### config.mk
export PLATFORM = sky130hd
export DESIGN_NAME = dma_req_arbiter
export DESIGN_NICKNAME = d
export VERILOG_FILES = /design/src/rtl/dma_arb_pkg.sv /design/src/rtl/dma_req_qual.sv /design/src/rtl/dma_prio_pick.sv /design/src/rtl/dma_chan_track.sv /design/src/rtl/dma_done_route.sv /design/src/rtl/dma_req_arbiter.sv
export SDC_FILE = /design/constraint.sdc
export NUM_CORES = 1
export LEC_CHECK = 0
export ABC_AREA = 1
export BUFFER_PORTS_ARGS = -buffer_cell sky130_fd_sc_hd__buf_2
export CAP_MARGIN = 20
export CORE_MARGIN = 2
export CORE_UTILIZATION = 25
export DETAILED_ROUTE_END_ITERATION = 7
export PLACE_DENSITY = 0.46
export RECOVER_POWER = 50
export SETUP_SLACK_MARGIN = 0.05
export SYNTH_ARGS = -nofsm -noshare
export SYNTH_HDL_FRONTEND = slang
export SYNTH_SLANG_ARGS = --single-unit
### constraint.sdc
create_clock -name clk -period 4.5 [get_ports clk]
set_input_delay 0.45 -clock clk [delete_from_list [all_inputs] [get_ports clk]]
set_output_delay 0.45 -clock clk [all_outputs]
set_load 0.005 [all_outputs]
### src/rtl/dma_arb_pkg.sv
// Package: shared helpers for the DMA request arbiter.
// Assumes: channel counts of at least two.
package dma_arb_pkg;
    // Transfer kind carried with a grant.
    typedef enum logic {
        XFER_SINGLE = 1'b0,
        XFER_BURST  = 1'b1
    } xfer_kind_e;
endpackage

### src/rtl/dma_req_qual.sv
// Module: dma_req_qual
// Gates raw request lines with the enable, mask and burst-only vectors.
// Assumes: sw_pend and act come from dma_chan_track; purely combinational.
module dma_req_qual #(
    parameter int NUM_CH = 8
) (
    input  logic [NUM_CH-1:0] chan_en,
    input  logic [NUM_CH-1:0] req_mask,
    input  logic [NUM_CH-1:0] burst_only,
    input  logic [NUM_CH-1:0] sreq,
    input  logic [NUM_CH-1:0] breq,
    input  logic [NUM_CH-1:0] sw_pend,
    input  logic [NUM_CH-1:0] act,
    output logic [NUM_CH-1:0] elig,
    output logic [NUM_CH-1:0] burst_ok
);
    logic [NUM_CH-1:0] ext_on;
    logic [NUM_CH-1:0] single_ok;

    // Qualify single, burst and software requests per channel.
    always_comb begin
        ext_on    = chan_en & ~req_mask;
        single_ok = sreq & ext_on & ~burst_only;
        burst_ok  = (breq & ext_on) | (sw_pend & chan_en);
        elig      = (single_ok | burst_ok) & ~act;
    end
endmodule

### src/rtl/dma_prio_pick.sv
// Module: dma_prio_pick
// Finds the lowest-numbered set bit of a request vector.
// Assumes: IDX_W wide enough to hold NUM_CH-1.
module dma_prio_pick #(
    parameter int NUM_CH = 8,
    parameter int IDX_W  = 3
) (
    input  logic [NUM_CH-1:0] req,
    output logic              found,
    output logic [IDX_W-1:0]  idx
);
    // Scan downwards so the lowest index is the last to be taken.
    always_comb begin
        found = |req;
        idx   = '0;
        for (int i = NUM_CH - 1; i >= 0; i--) begin
            if (req[i]) idx = IDX_W'(i);
        end
    end
endmodule

### src/rtl/dma_chan_track.sv
// Module: dma_chan_track
// Holds per-channel software-pending, active and wait-hold state.
// Assumes: one grant and one completion at most per cycle.
module dma_chan_track #(
    parameter int NUM_CH = 8,
    parameter int IDX_W  = 3
) (
    input  logic              clk,
    input  logic              rst_n,
    input  logic [NUM_CH-1:0] sw_hit,
    input  logic              grant_fire,
    input  logic [IDX_W-1:0]  win_idx,
    input  logic              svc_done,
    input  logic [IDX_W-1:0]  done_ch,
    input  logic [NUM_CH-1:0] wait_req,
    input  logic [NUM_CH-1:0] line_up,
    output logic [NUM_CH-1:0] sw_pend,
    output logic [NUM_CH-1:0] act
);
    logic [NUM_CH-1:0] hold;

    for (genvar c = 0; c < NUM_CH; c++) begin : g_ch
        logic won;
        logic fin;
        assign won = grant_fire && (win_idx == IDX_W'(c));
        assign fin = svc_done && (done_ch == IDX_W'(c));

        // Latch software pulses until the channel is granted.
        always_ff @(posedge clk) begin
            if (!rst_n)         sw_pend[c] <= 1'b0;
            else if (sw_hit[c]) sw_pend[c] <= 1'b1;
            else if (won)       sw_pend[c] <= 1'b0;
        end

        // Track active state and the wait-on-request hold.
        always_ff @(posedge clk) begin
            if (!rst_n) begin
                act[c]  <= 1'b0;
                hold[c] <= 1'b0;
            end else if (won) begin
                act[c]  <= 1'b1;
                hold[c] <= 1'b0;
            end else if (fin) begin
                if (wait_req[c] && line_up[c]) hold[c] <= 1'b1;
                else                           act[c]  <= 1'b0;
            end else if (hold[c] && !line_up[c]) begin
                act[c]  <= 1'b0;
                hold[c] <= 1'b0;
            end
        end
    end
endmodule

### src/rtl/dma_done_route.sv
// Module: dma_done_route
// Steers completion and active state to peripherals or the combined line.
// Assumes: done_ch below NUM_CH whenever svc_done is high.
module dma_done_route #(
    parameter int NUM_CH = 8,
    parameter int IDX_W  = 3
) (
    input  logic              clk,
    input  logic              rst_n,
    input  logic              svc_done,
    input  logic [IDX_W-1:0]  done_ch,
    input  logic [NUM_CH-1:0] done_mask,
    input  logic [NUM_CH-1:0] act,
    output logic [NUM_CH-1:0] periph_active,
    output logic [NUM_CH-1:0] periph_done,
    output logic              comb_done
);
    logic [NUM_CH-1:0] hit;

    // Decode the completing channel.
    always_comb begin
        hit = '0;
        if (svc_done) hit[done_ch] = 1'b1;
    end

    // Register the routed done pulses.
    always_ff @(posedge clk) begin
        if (!rst_n) begin
            periph_done <= '0;
            comb_done   <= 1'b0;
        end else begin
            periph_done <= hit & ~done_mask;
            comb_done   <= |(hit & done_mask);
        end
    end

    // Active state reaches only unmasked peripherals.
    assign periph_active = act & ~done_mask;
endmodule

### src/rtl/dma_req_arbiter.sv
// Module: dma_req_arbiter (top)
// Qualifies channel requests, grants one by two-level fixed priority,
// and routes completion indications.
// Assumes: sequencer drops seq_idle the cycle after a grant appears.
module dma_req_arbiter
    import dma_arb_pkg::*;
#(
    parameter  int NUM_CH  = 8,
    parameter  int SW_W    = 8,
    parameter  int RATE_W  = 4,
    localparam int IDX_W   = $clog2(NUM_CH),
    localparam int BEATS_W = 2 ** RATE_W
) (
    input  logic               clk,
    input  logic               rst_n,
    input  logic               glob_en,
    input  logic               seq_idle,
    input  logic [RATE_W-1:0]  arb_rate,
    input  logic [NUM_CH-1:0]  chan_en,
    input  logic [NUM_CH-1:0]  req_mask,
    input  logic [NUM_CH-1:0]  burst_only,
    input  logic [NUM_CH-1:0]  hi_prio,
    input  logic [NUM_CH-1:0]  wait_req,
    input  logic [NUM_CH-1:0]  done_mask,
    input  logic [NUM_CH-1:0]  sreq,
    input  logic [NUM_CH-1:0]  breq,
    input  logic [SW_W-1:0]    sw_req,
    input  logic               svc_done,
    input  logic [IDX_W-1:0]   done_ch,
    output logic               grant_valid,
    output logic [IDX_W-1:0]   grant_ch,
    output logic               grant_burst,
    output logic [BEATS_W-1:0] grant_beats,
    output logic [NUM_CH-1:0]  periph_active,
    output logic [NUM_CH-1:0]  periph_done,
    output logic               comb_done
);
    logic [NUM_CH-1:0] sw_pend, act, elig, burst_ok;
    logic              hi_found, any_found, grant_fire;
    logic [IDX_W-1:0]  hi_idx, any_idx, win_idx;
    xfer_kind_e        win_kind;

    dma_req_qual #(.NUM_CH(NUM_CH)) u_qual (
        .chan_en(chan_en), .req_mask(req_mask), .burst_only(burst_only),
        .sreq(sreq), .breq(breq), .sw_pend(sw_pend), .act(act),
        .elig(elig), .burst_ok(burst_ok)
    );

    dma_prio_pick #(.NUM_CH(NUM_CH), .IDX_W(IDX_W)) u_pick_hi (
        .req(elig & hi_prio), .found(hi_found), .idx(hi_idx)
    );

    dma_prio_pick #(.NUM_CH(NUM_CH), .IDX_W(IDX_W)) u_pick_any (
        .req(elig), .found(any_found), .idx(any_idx)
    );

    // Choose the winner and decide whether a grant fires this cycle.
    always_comb begin
        win_idx    = hi_found ? hi_idx : any_idx;
        win_kind   = burst_ok[win_idx] ? XFER_BURST : XFER_SINGLE;
        grant_fire = glob_en && seq_idle && any_found;
    end

    // Register the grant presented to the sequencer.
    always_ff @(posedge clk) begin
        if (!rst_n) begin
            grant_valid <= 1'b0;
            grant_ch    <= '0;
            grant_burst <= 1'b0;
            grant_beats <= '0;
        end else begin
            grant_valid <= grant_fire;
            if (grant_fire) begin
                grant_ch    <= win_idx;
                grant_burst <= (win_kind == XFER_BURST);
                grant_beats <= (win_kind == XFER_BURST)
                             ? (BEATS_W'(1) << arb_rate) : BEATS_W'(1);
            end
        end
    end

    dma_chan_track #(.NUM_CH(NUM_CH), .IDX_W(IDX_W)) u_track (
        .clk(clk), .rst_n(rst_n), .sw_hit(sw_req[NUM_CH-1:0]),
        .grant_fire(grant_fire), .win_idx(win_idx),
        .svc_done(svc_done), .done_ch(done_ch), .wait_req(wait_req),
        .line_up(sreq | breq), .sw_pend(sw_pend), .act(act)
    );

    dma_done_route #(.NUM_CH(NUM_CH), .IDX_W(IDX_W)) u_route (
        .clk(clk), .rst_n(rst_n), .svc_done(svc_done), .done_ch(done_ch),
        .done_mask(done_mask), .act(act), .periph_active(periph_active),
        .periph_done(periph_done), .comb_done(comb_done)
    );
endmodule

== Yosys cells after proc, flatten, opt, wreduce, memory -nomap -nowiden ==
Index checks and enable logic that the tools add are counted.
Word-level totals
  register bits after elaboration: 54
  bits in latches: 0
  bits in writable memories: 0
  bits in read-only memories: 0
  bits of input ports: 84
  output and inout bits: 38
  word-level logic and storage cells: 266
  memories kept: 0
Cells by class
  $add $sub $neg: 0
  $mul: 0
  divide/modulo/power cells: 0
  magnitude comparators: 3
  equality and inequality tests: 30
  shifts and indexed selects: 1
  mux-type cells: 88
  bitwise logic cells: 18
  reduce and logical (&&, ||, !) cells: 96
Operator list (number)
  $and 8x8->8: 10
  $mux 1: 67
  $mux 3: 17
  $logic_and 1x1->1: 35
  $not 8->8: 4
  $reduce_and 2->1: 16
  $reduce_bool 2->1: 16
  $eq 3x3->1 const B: 8
  $ne 3x2->1 const B: 8
  $or 8x8->8: 3
  $reduce_bool 3->1: 8
  $reduce_or 8->1: 3
  $mux 16: 1
  $ne 2x2->1 const B: 8
  $reduce_or 2->1: 8
  $shl 1x4->16 const A: 1
  $eq 3x2->1 const B: 4
  $logic_not 1->1: 8
  $lt 3x4->1 const B: 2
  $mux 8: 1
  $eq 3x1->1 const B: 2
  $logic_not 3->1: 2
  $bmux 1 s3: 1
  $demux 1 s3: 1
  2 further kinds: 2

== Logic depth before layout (Yosys ltp) ==
Gate-level depths: netlist of the first run.
  depth in word-level cells: 20
  mapped depth: 22
  mapped depth without buffers: 21

== Hierarchy ==
A second synthesis of the first run with hierarchy kept.
Second synthesis, totals
  cell total of the unflattened synthesis: 510
  area, all modules: 3273.1 um^2
Modules (own cells, without submodules)
  dma_req_arbiter: times used 1, cells an instance 177, area each 1218.7 um^2, sequential area each 420.4 um^2
  dma_chan_track: times used 1, cells an instance 163, area each 1103.6 um^2, sequential area each 480.5 um^2
  dma_done_route: times used 1, cells an instance 69, area each 442.9 um^2, sequential area each 180.2 um^2
  dma_req_qual: times used 1, cells an instance 57, area each 310.3 um^2, sequential area each 0.0 um^2
  dma_prio_pick: times used 2, cells an instance 22, area each 98.8 um^2, sequential area each 0.0 um^2

== Worst setup path after synthesis of the first run ==
Ideal clock, no wire load.
  kind: input-to-reg
  start point: input port req_mask[0]
  end point: register grant_burst
  library setup time: 0.113 ns
  arrival: 1.958 ns
  required time: 4.387 ns
  setup slack: 2.428 ns
  stages on the path: 18
  buffers on the path: 1
  cells stage by stage: inv_1 a21oi_2 o21ai_1 nand2_1 inv_2 nand2_2 nand2_2 nor2_4 nand2_2 o21ai_2 inv_1 nand2_1 nand2_1 nand2_1 nand2_4 buf_12 o21ai_1 inv_1
On the way
  word-level cells in the longest chain between the ends: 12
  elaborated cells between the ends (all ways): 18
  classes of those cells: mux: 6; bitwise: 9; reduce/logical: 3
Ends and longest elaborated chain
  start, declared: line dma_req_arbiter.sv:20  | input logic [NUM_CH-1:0] req_mask,
  $not 8->8 (*): line dma_req_qual.sv:22  | ext_on = chan_en & ~req_mask;
  $and 8x8->8 (*): line dma_req_qual.sv:22
  $and 8x8->8 (on tied branches): line dma_req_qual.sv:23, dma_req_qual.sv:24
  $and 8x8->8 or $or 8x8->8 (tied branches): line dma_req_qual.sv:23, dma_req_qual.sv:24
  $or 8x8->8: line dma_req_qual.sv:25  | elig = (single_ok | burst_ok) & ~act;
  $and 8x8->8: line dma_req_qual.sv:25
  $and 8x8->8: line dma_req_arbiter.sv:50  | .req(elig & hi_prio), .found(hi_found), .idx(hi_idx)
  $reduce_or 8->1 or $mux 3 (tied branches): line dma_prio_pick.sv:14, dma_prio_pick.sv:17
  $mux 3: line dma_req_arbiter.sv:59  | win_idx = hi_found ? hi_idx : any_idx;
  $bmux 1 s3: line dma_req_arbiter.sv:60  | win_kind = burst_ok[win_idx] ? XFER_BURST : XFER_SINGLE;
  $mux 1 (not written as such): line dma_req_arbiter.sv:60
  $mux 1: line dma_req_arbiter.sv:60
  end signal, assigned: line dma_req_arbiter.sv:75  | grant_burst <= (win_kind == XFER_BURST);
  end, declared: line dma_req_arbiter.sv:32  | output logic grant_burst,
Mark *: on every way between the ends. The rest lies on a longest branch, timed or not. The select of a mux whose other input is x is not followed.
A chain may end at the register's enable or synchronous reset.

== Worst setup path in the final report of the first run ==
  start point: input port rst_n
  end point: register u_route.periph_done[4]
RTL lines
  start, declared: line dma_req_arbiter.sv:15  | input logic rst_n,
  end signal, assigned: line dma_done_route.sv:32  | periph_done <= hit & ~done_mask;
  end, declared: line dma_done_route.sv:15  | output logic [NUM_CH-1:0] periph_done,
No word-level cell between the ends.

==> metrics.md, run 1 <==
| Metric | Value |
|---|---|
| Setup bufs post-CTS | 0 |
| Fin crit period | 2.65 ns |
| GRT Util Overall | between 10 and 15% |
| Power Dens Cells | 307 mW/mm² |
| Largest family of logic cells by synthesized area | simple AND/OR/NAND/NOR gates |
| Pre-antenna DRT Iters | 4 |
| Routed wire length | roughly 9400 µm |
| Setup TNS | 0 ns |
| DR iter-0 viols | 130 |
| Worst-skew pair later-pin latency | 0.29 ns |
| Internal power | 840 µW |
| DR WL/cell | around 13 µm |
| Post-synthesis mux area share | 0% |
| Critical-path top delay cell | clkbuf_1 |
| Synth top cells by count | nand2_1 (95), nor2_1 (83), inv_1 (65), dfxtp_1 (54), a21oi_1 (48) |
| Hold buffer count at cts | 0 |
| Most common cell in the netlist | nand2_1 |
| First-pass GRT wire length | ~15,000 µm |
| Status | complete, but fails checks |
| Initial Util | 25.7% |
| Area Growth Syn to Fin | 29.7% |
| Worst path arrival time | roughly 2.8 ns |
| Routed Antenna Nets | 0 |
| Synth Instances | 456 |
| Adder and majority gate portion of the synthesized area | 0% |
| Die area | 0.0126 mm² |
| Achievable clock frequency | 0.377 GHz |
| Synth Area in XOR/XNOR | 0% |
| Via count | 3,183 |
| Post-synth EDFFs | 0 |
| Final setup fails | 0 |
| Critical path class | in2reg |
| Syn_area_per_cell | between 6 and 7 µm² |
| Failing checks | capacitance limit, slew limit |
| Largest net degree at the start of global routing | 28 |
| CP Cell Sequence | clkbuf_1, clkinv_1, clkbuf_1, nor4_1 |
| Num ports | between 100 and 150 |
| Final Cell Area | 0.00380 mm² |
| Crit Path Max Fanout | 27 |
| RSZ-0062 raised after global routing | no |
| Register bit total from synthesis | 54 |
| Max-slew violations | 28 |
| Initial antenna violation count | 0 |
| DP HPWL | around 7700 µm |
| Compound-Gate Fraction of Synth Area | 18.6% |
| Final Skew | 0.00467 ns |
| Share of cells above drive strength 1 | 23.7% |
| Final critical-path share of the clock period | between 50% and 60% |
| Post-synthesis simple-gate area fraction | 34.1% |
| Slew @ Worst Pin | 1.56 ns |
| Dpl cell area | 0.00368 mm² |
| I/O Buffers | 121 |
| Most used DFF post-synth | dfxtp_1 |
| Startpoint types | input pin |
| Post-synth top area share | 36.8% |
| CP bufs+invs | 3 |
| Net Count, Synth | 540 |
| Fin Hold WS | 0.358 ns |
| Syn. warnings | 0 |
| Total grt overflow | 0 |
| Synth area leader | dfxtp_1 |
| P_sw | around 330 µW |
| Vias/cell | 4.41 |
| Reg2Reg Setup Slack | approximately 2.1 ns |
| WP data required | between 4 and 5 ns |
| Leak Pwr | 1.83 nW |
| Final Wtd Congestion | 0.789 |
| Main area contributors after synthesis | dfxtp_1 (37%), nand2_1 (12%), nor2_1 (11%) |
| Max-cap violations | 1 |
| Critical Path End Type | flop |
| Family with the most delay on the worst path | buffers and inverters |
| CTS tree | done |
| Clk root buf | clkbuf_16 |
| CTS buffer count | 5 |
| Register area share after synthesis | 36.8% |
| DR DRC count | 0 |
| CTS Sinks | 54 |
| Combinational fraction of design power | around a fifth |
| Reg power frac | a little over two fifths |
| Number of global-route vias before repair | 3,083 |
| Diode count | 0 |
| Core footprint | 0.0114 mm² |
| Resize count post-CTS | 0 |
| Core Rows | 39 |
| Most common cell on crit path | clkbuf_1 |
| Sw Ratio | 28.2% |
| Netlist cell types | 30 |
| Clock transition at path regs | 0.07 ns |
| Peak supply drop | 0.000166 V |
| Fraction of registers with async set/reset | 0% |
| Max incr delay on CP | 0.74 ns |
| Max H-tree Level | 2 |
| Fin nets | roughly 660 |
| Synth Cell Area | 0.00293 mm² |
| Die W | 112 µm |
| Max Root-Sink Buffers | 2 |
| Clock power frac | ~37% |
| Slew margin rel. | -3.74% |
| Die Y-Extent | 112 µm |
| Hold Vio Cnt, Final | 0 |
| HP Class | in2reg |
-- registers in the layout (all words and copies together) (netlist names) --
signal / count
grant_beats: 16
u_route.periph_done: 8
u_route.comb_done: 1
u_track.hold: 8
u_track.act: 8
grant_burst: 1
grant_ch: 3
grant_valid: 1
u_track.sw_pend: 8
-- worst reg2reg max path, stage by stage, from the launching register on --
cell	delay, ns
dfxtp_1	0.33
a21oi_1	0.05
o21ai_1	0.12
nand2_1	0.13
nand2_1	0.13
nor2_1	0.06
nand2_1	0.07
nand3_2	0.34
a21oi_1	0.50
nand2_1	0.17
nand2_4	0.23
nand2_1	0.09
a21oi_1	0.12
-- power by group through the flow --
stage	registers [mW]	logic, mW	clock network (mW)
3_3_place_gp	0.514	0.233	0
2_1_floorplan	0.513	0.145	0
6_report	0.503	0.231	0.435
4_1_cts	0.503	0.236	0.451
5_1_grt	0.505	0.263	0.471
3_5_place_dp	0.514	0.234	0
-- layout make-up --
type                    instances  area [µm²]
clock inverters                 1        30.0
well taps                     143         179
clock buffers                   7         133
fillers                      1281        7610
flip-flops and latches         54        1080
inverters                      69         259
multi-input cells             325        1550
repair buffers                122         576
-- path summary, 6_finish.rpt --
| path | cells past startpoint | end | startpoint |
|---|---|---|---|
| setup / recovery | 4 | u_route.periph_done[4]$_SDFF_PN0_ | rst_n |
| hold / removal | 2 | u_route.periph_done[3]$_SDFF_PN0_ | done_mask[3] |
| setup reg to reg | 12 | grant_beats[6]$_SDFFE_PN0P_ | u_track.sw_pend[1]$_SDFFE_PN0P_ |
| hold reg to reg | 2 | grant_beats[6]$_SDFFE_PN0P_ | grant_beats[6]$_SDFFE_PN0P_ |
-- per-layer routing --
layer  share of wire, %  up-vias  track usage (%)
li1                   -     1688                -
met1                 46     1402             19.8
met2                 47       89             25.2
met3                5.9        4             3.24
met4               0.51        0             2.44
met5                  0        -                0
-- stage by stage --
stage / utilization [%] / instances / worst slack (ns) / power (mW)
3_3_place_gp: 32.2 / 713 / 1.90 / 0.748
2_1_floorplan: - / 456 / 2.43 / 0.658
4_1_cts: 33.7 / 721 / 2.05 / 1.19
6_report: 33.3 / 721 / 1.85 / 1.17
5_1_grt: 33.3 / 721 / 1.61 / 1.24
3_5_place_dp: 32.2 / 713 / 1.75 / 0.749
-- layout by cell type, fill, tap and decap left out, types with 3 or more instances in the layout --
master     netlist  final
nand2_1         95     95
buf_2            0     92
nor2_1          83     83
inv_1           65     65
dfxtp_1         54     54
a21oi_1         48     48
clkbuf_1         6     30
nand3_1         24     24
a21oi_2         14     14
nand2_2         13     13
o21ai_0         10     10
o21ai_1          7      7
nor3_1           7      7
clkbuf_16        0      5
nor2_2           3      3
o211ai_1         3      3
-- kinds of logic (layout without fill, tap and decap cells) --
logic type | Yosys count | in the layout
simple gates | 234 | 234
compound gates | 91 | 91
buf+inv | 77 | 199
flops | 54 | 54
(Power assumes the default switching activity.)
==> run 2: changes to the inputs <==
- clock period: 4.5 -> 2.5 ns (I/O delays scaled with it)
==> run 2 against run 1 <==
  * The run now ends clean
  * Hold slack got worse by 0.20 ns
  * Worst setup slack worse by 1.5 ns
  * Combinational power is 83% higher
  * Critical path depth grew 13
  * Final cell count increased by 0.42%
  * First-iteration DRC count fell by 28%
  * Register-to-register slack got worse by 1.7 ns
  * Critical path type is now reg2reg
  * Flip-flop and latch count stayed put
  * Power increased by 82%
  * Clock-buffer cell count shrank 1
  * Via count up 1.1%
==> metrics.md, run 2 (synthesis gave the netlist of run 1 again) <==
| Metric | Value |
|---|---|
| Status | completed |
| Critical-path top delay cell | dfxtp_1 |
| Power Dens Cells | 555 mW/mm² (+81%) |
| Crit path launch | u_track.sw_pend[1]$_SDFFE_PN0P_ |
| Max reg flops | 16 (unchanged) |
| Family with the most delay on the worst path | simple AND/OR/NAND/NOR gates |
| Slew @ Worst Pin | 1.18 ns (-0.373 ns) |
| Initial antenna violation count | 0 (unchanged) |
| CTS tree | done |
| Max-cap violations | 0 (-1) |
| Via count | 3,218 (+1.1%) |
| CP Cell Sequence | a21oi_1, o21ai_1, nand3_1, nand2_2, nor2_4, nand2_2, nor2_2, nand2_2, nand2_4, nand2_1, nand2_1, nand2_1, nand2_1, nand2_1, nand2_4, nand2_1, a21oi_1 |
| Vias/cell | 4.44 (+0.68%) |
| Routed wire length | 9370 µm (-0.29%) |
| RSZ-0062 raised after global routing | no |
| Max H-tree Level | 2 (unchanged) |
| Setup ws final | 0.363 ns (-1.48 ns) |
| Critical R2R Capture | grant_beats[6]$_SDFFE_PN0P_ |
| Resize count post-CTS | 0 (unchanged) |
| Most common cell on crit path | nand2_1 |
| CTS Sinks | 54 (unchanged) |
| Setup bufs post-CTS | 0 (unchanged) |
| Worst setup path endpoint | grant_beats[6]$_SDFFE_PN0P_ |
| R2R Path Start | u_track.sw_pend[1]$_SDFFE_PN0P_ |
| Total grt overflow | 0 (unchanged) |
| Pre-antenna DRT Iters | 4 (unchanged) |
| Peak supply drop | 0.000287 V (+73%) |
| Reg2Reg Setup Slack | 0.36 ns (-1.72 ns) |
| Max incr delay on CP | 0.31 ns (-0.43 ns) |
| Num ports | 122 (unchanged) |
| Share of cells above drive strength 1 | 25.1% (+1.4 points) |
| Achievable clock frequency | 0.468 GHz |
| Crit. path cell count | 17 (+13) |
| Final Skew | 0.00762 ns (+0.00295 ns) |
| DP HPWL | 7630 µm (-0.43%) |
| Number of global-route vias before repair | 3,153 (+2.3%) |
| Die Y-Extent | 112 µm (unchanged) |
| Max Root-Sink Buffers | 2 (unchanged) |
| Final core occ | 33.7% (+0.34 points) |
| Dpl cell area | 0.00371 mm² (+0.82%) |
| GRT Util Overall | 14.8% (about the same) |
| Startpoint types | flop |
| Worst path arrival time | 2.34 ns (-0.50 ns) |
| Largest net degree at the start of global routing | 24 (-14%) |
| DR DRC count | 0 (unchanged) |
| Critical Path End Type | flop |
| Crit Path Max Fanout | 17 (-37%) |
| CP bufs+invs | 0 (-3) |
| Commonest non-fill, non-tap cells in the layout | nand2_1 (95), buf_2 (94), nor2_1 (83) |
| I/O Buffers | 121 (unchanged) |
| Post-Layout Cell Count | 724 (+0.42%) |
| Routed Antenna Nets | 0 (unchanged) |
| Commonest non-fill, non-tap cell in the layout | nand2_1 |
| CTS buffer count | 5 (unchanged) |
| Hold Vio Cnt, Final | 0 (unchanged) |
| Worst-skew pair later-pin latency | 0.29 ns (about the same) |
| Fin nets | 665 (+0.61%) |
| Area Growth Syn to Fin | 31.0% |
| Initial Util | 25.7% (unchanged) |
| Final Wtd Congestion | 0.859 (+8.9%) |
| Core Rows | 39 (unchanged) |
| Final critical-path share of the clock period | 85.5% |
| Critical path class | reg2reg |
| HP Class | in2reg |
| Setup TNS | 0 ns (unchanged) |
| Leak Pwr | 1.87 nW (+2.2%) |
| Top reg by flops | grant_beats |
| Hold buffer count at cts | 0 (unchanged) |
| Final Cell Area | 0.00384 mm² (+1.0%) |
| Clock transition at path regs | 0.07 ns (about the same) |
| Worst R2R Path Depth | 17 (+5) |
| DR WL/cell | 12.9 µm (-0.70%) |
| Diode count | 0 (unchanged) |
| Max-slew violations | 0 (-100%) |
| Setup WS pre-CTS | 0.276 ns (-1.47 ns) |
| Core footprint | 0.0114 mm² (unchanged) |
| Die area | 0.0126 mm² (unchanged) |
| WP data required | 2.71 ns (-1.97 ns) |
| Clk root buf | clkbuf_16 |
| Die W | 112 µm (unchanged) |
| Slew margin rel. | 21.1% (+25 points) |
| Placed Cells | 717 (+0.56%) |
| DR iter-0 viols | 94 (-28%) |
| Final setup fails | 0 (unchanged) |
| Fin crit period | 2.14 ns |
| First-pass GRT wire length | 15,100 µm (+0.18%) |
==> run 2: cell types whose count changed in the layout (fill, tap and decap cells not counted) <==
cell / change
clkbuf_1: -6
buf_4: +3
clkbuf_2: +3
buf_2: +2
clkbuf_8: +1
==> run 2: worst reg2reg max path: stages (launching register included) <==
cell and delay (ns):
dfxtp_1 0.31, a21oi_1 0.16, o21ai_1 0.12, nand3_1 0.14, nand2_2 0.09, nor2_4 0.10, nand2_2 0.07, nor2_2 0.10
nand2_2 0.10, nand2_4 0.12, nand2_1 0.06, nand2_1 0.06, nand2_1 0.05, nand2_1 0.06, nand2_1 0.08, nand2_4 0.21
nand2_1 0.09, a21oi_1 0.13
==> run 2: how the worst min path moves through the flow <==
stage                                startpoint                                 to  slack [ns]  depth (start not counted)
finish                             done_mask[3]  u_route.periph_done[3]$_SDFF_PN0_        0.16                          2
global route                       done_mask[6]  u_route.periph_done[6]$_SDFF_PN0_        0.16                          2
CTS                                done_mask[3]  u_route.periph_done[3]$_SDFF_PN0_        0.15                          2
detailed placement                 done_mask[3]  u_route.periph_done[3]$_SDFF_PN0_        0.46                          2
global placement    grant_beats[6]$_SDFFE_PN0P_        grant_beats[6]$_SDFFE_PN0P_        0.46                          2
floorplan                          done_mask[7]  u_route.periph_done[7]$_SDFF_PN0_        0.33                          1
==> run 2: final cells by class <==
| type | instances | area (µm²) |
|---|---|---|
| Timing Repair Buffer | 126 | 608 |
| Fill cell | 1246 | 7570 |
| Sequential cell | 54 | 1080 |
| Clock inverter | 1 | 30.0 |
| Tap cell | 143 | 179 |
| Clock buffer | 6 | 139 |
| Multi-Input combinational cell | 325 | 1550 |
| Inverter | 69 | 259 |
==> run 2: routing by layer <==
layer	GRT usage, %	vias to the layer above	routed length [µm]
li1	-	1695	-
met1	19.3	1432	4360
met2	25.1	85	4340
met3	3.67	6	590
met4	3.09	0	76
met5	0	-	0
==> run 2: through the flow <==
stage               hold WS (ns)  total power, mW
floorplan                  0.327             1.18
global placement           0.457             1.35
detailed placement         0.458             1.35
CTS                        0.153             2.16
global route               0.157             2.26
finish                     0.158             2.13
==> run 2: power breakdown <==
part           total [mW]  switching (mW)  internal [mW]
sequential          0.906          0.0173          0.889
combinational       0.422           0.268          0.154
clock               0.806           0.311          0.495
==> run 3: changes to the inputs <==
- SLEW_MARGIN: default -> 30
- clock period: 2.5 -> 2.45 ns (I/O delays scaled with it)
==> run 3 against run 2 <==
  * Global-route usage about the same
  * Final cell count up 0.14%
  * Clock-buffer cell count unchanged
  * First-iteration DRC count up 6.4%
  * Design area up 0.75%
  * Non-clock buffer count unchanged
  * Power up 7.2%
  * Register-to-register slack worse by 0.04 ns
  * Via count down 0.37%
  * Maximum frequency up 0.32%
  * Largest cell class unchanged
  * Highest routed layer is now met5
==> metrics.md, run 3 (synthesis gave the netlist of run 1 again) <==
| Metric | Value |
|---|---|
| Status | completed |
| Clock transition at path regs | 0.07 ns (about the same) |
| Die W | 112 µm (unchanged) |
| Die Y-Extent | 112 µm (unchanged) |
| Crit Path Max Fanout | 17 (unchanged) |
| Die area | 0.0126 mm² (unchanged) |
| Setup ws final | 0.320 ns (-0.0432 ns) |
| Num ports | 122 (unchanged) |
| DP HPWL | 7670 µm (+0.52%) |
| Grt met2 use | 26.1% (+0.96 points) |
| Fin crit period | 2.13 ns (-0.00681 ns) |
| Fin Hold WS | 0.153 ns (-0.00509 ns) |
| Leak Pwr | 1.89 nW (+0.60%) |
| Final Wtd Congestion | 0.868 (+1.0%) |
| Hold Vio Cnt, Final | 0 (unchanged) |
| I/O Buffers | 121 (unchanged) |
| CTS Sinks | 54 (unchanged) |
| Slew @ Worst Pin | 1.32 ns (+0.137 ns) |
| Initial Util | 25.7% (unchanged) |
| Worst path arrival time | 2.33 ns (about the same) |
| Setup WS pre-CTS | 0.242 ns (-0.0340 ns) |
| Worst-skew pair later-pin latency | 0.29 ns (about the same) |
| Total grt overflow | 0 (unchanged) |
| Initial antenna violation count | 1 (+1) |
| Clk root buf | clkbuf_16 |
| Final setup fails | 0 (unchanged) |
| Largest net degree at the start of global routing | 24 (unchanged) |
| DR iter-0 viols | 100 (+6.4%) |
| Max-slew violations | 0 (unchanged) |
| Met3 Resource Use GR | 3.94% (+0.27 points) |
| HP Class | in2reg |
| Max Root-Sink Buffers | 2 (unchanged) |
| First-pass GRT wire length | 15,100 µm (+0.23%) |
| Routed Antenna Nets | 0 (unchanged) |
| WP data required | 2.65 ns (-0.06 ns) |
| Min-delay src | done_mask[5] |
| FILL cells | 1,310 (+5.1%) |
| CTS tree | done |
| Area Growth Syn to Fin | 32.0% |
| Pre-antenna DRT Iters | 4 (unchanged) |
| Final Cell Area | 0.00387 mm² (+0.75%) |
| Fin nets | 665 (unchanged) |
| Final critical-path share of the clock period | 86.9% (+1.5 points) |
| Peak supply drop | 0.000367 V (+28%) |
| Vias/cell | 4.42 (-0.51%) |
| Routed wire length | 9350 µm (-0.21%) |
| Hold buffer count at cts | 0 (unchanged) |
| Final Skew | 0.00612 ns (-0.00150 ns) |
| Diode count | 0 (unchanged) |
| Core footprint | 0.0114 mm² (unchanged) |
| Startpoint types | flop |
| Number of global-route vias before repair | 3,221 (+2.2%) |
| Slew margin rel. | 12.0% (-9.1 points) |
| RSZ-0062 raised after global routing | yes |
| Top reg by flops | grant_beats |
| Critical Path End Type | flop |
| Via count | 3,206 (-0.37%) |
| Achievable clock frequency | 0.469 GHz (+0.32%) |
| R2R Path Start | u_track.sw_pend[0]$_SDFFE_PN0P_ |
| DR WL/cell | 12.9 µm (-0.35%) |
| Overall power | 2.29 mW (+7.2%) |
| Setup TNS | 0 ns (unchanged) |
| Max H-tree Level | 2 (unchanged) |
| GR Util met1 | 18.3% (-0.97 points) |
| Critical path class | reg2reg |
| GRT Util Overall | 14.8% (about the same) |
| Max reg flops | 16 (unchanged) |
| Core Rows | 39 (unchanged) |
| CTS buffer count | 5 (unchanged) |
| Busiest grt layer | met2 |
| Max-cap violations | 0 (unchanged) |
| Crit path launch | u_track.sw_pend[0]$_SDFFE_PN0P_ |
| Commonest non-fill, non-tap cells in the layout | nand2_1 (95), buf_2 (94), nor2_1 (83) |
| Share of cells above drive strength 1 | 25.1% (-0.043 points) |
| DR DRC count | 0 (unchanged) |
| Dpl cell area | 0.00371 mm² (unchanged) |
| Power Dens Cells | 591 mW/mm² (+6.4%) |
| Commonest non-fill, non-tap cell in the layout | nand2_1 |
-- run 3: changes by cell type in the layout (fill, tap and decap cells not counted), sizes merged --
cell / delta
bufinv: +1
-- run 3: per-stage QoR --
stage | std cells | util (%)
2_1_floorplan | 456 | -
3_3_place_gp | 717 | 32.5
3_5_place_dp | 717 | 32.5
4_1_cts | 725 | 34.2
5_1_grt | 725 | 33.9
6_report | 725 | 33.9
-- run 3: final timing paths --
kind	end	slack, ns	depth (start not counted)
setup reg to reg	grant_beats[9]$_SDFFE_PN0P_	0.32	19
hold / removal	u_route.periph_done[5]$_SDFF_PN0_	0.15	2
hold reg to reg	grant_beats[7]$_SDFFE_PN0P_	0.47	2
setup / recovery	grant_beats[9]$_SDFFE_PN0P_	0.32	19
-- run 3: repair_timing --
item / CTS / global route
buffers inserted: 0 / 0
gates resized for setup: 0 / 0
setup endpoints to repair: 0 / 1
-- run 3: critical path: stages, from the launching register on --
cell     delay, ns
dfxtp_1       0.33
a21oi_2       0.12
o21ai_1       0.08
nand2_1       0.11
inv_2         0.06
nand2_2       0.07
nand2_2       0.07
nor2_4        0.11
nand2_2       0.08
nor2_2        0.09
nand2_2       0.10
nand2_4       0.11
nand2_1       0.05
nand2_1       0.05
nand2_1       0.05
nand2_1       0.06
nand2_1       0.08
nand2_4       0.21
nand2_1       0.09
a21oi_1       0.13
-- run 3: layout make-up --
type / instances / area (µm²) / area share, %
Clock inverter: 2 / 60.1 / 1.55
Tap cell: 143 / 179 / 4.62
Clock buffer: 6 / 139 / 3.59
Multi-Input combinational cell: 325 / 1550 / 40.0
Timing Repair Buffer: 126 / 607 / 15.7
Inverter: 69 / 259 / 6.69
Sequential cell: 54 / 1080 / 27.9
-- run 3: metal layers --
| metal | vias to the layer above | part of all wire, % | wire, µm |
|---|---|---|---|
| li1 | 1697 | - | - |
| met1 | 1413 | 45 | 4190 |
| met2 | 86 | 47 | 4420 |
| met3 | 8 | 6.9 | 649 |
| met4 | 2 | 0.79 | 74 |
| met5 | - | 0.12 | 11 |
-- run 3: where the power goes --
part	switching (mW)	internal (mW)	total [mW]
Combinational	0.273	0.157	0.430
Clock	0.320	0.614	0.934
Sequential	0.0166	0.907	0.924
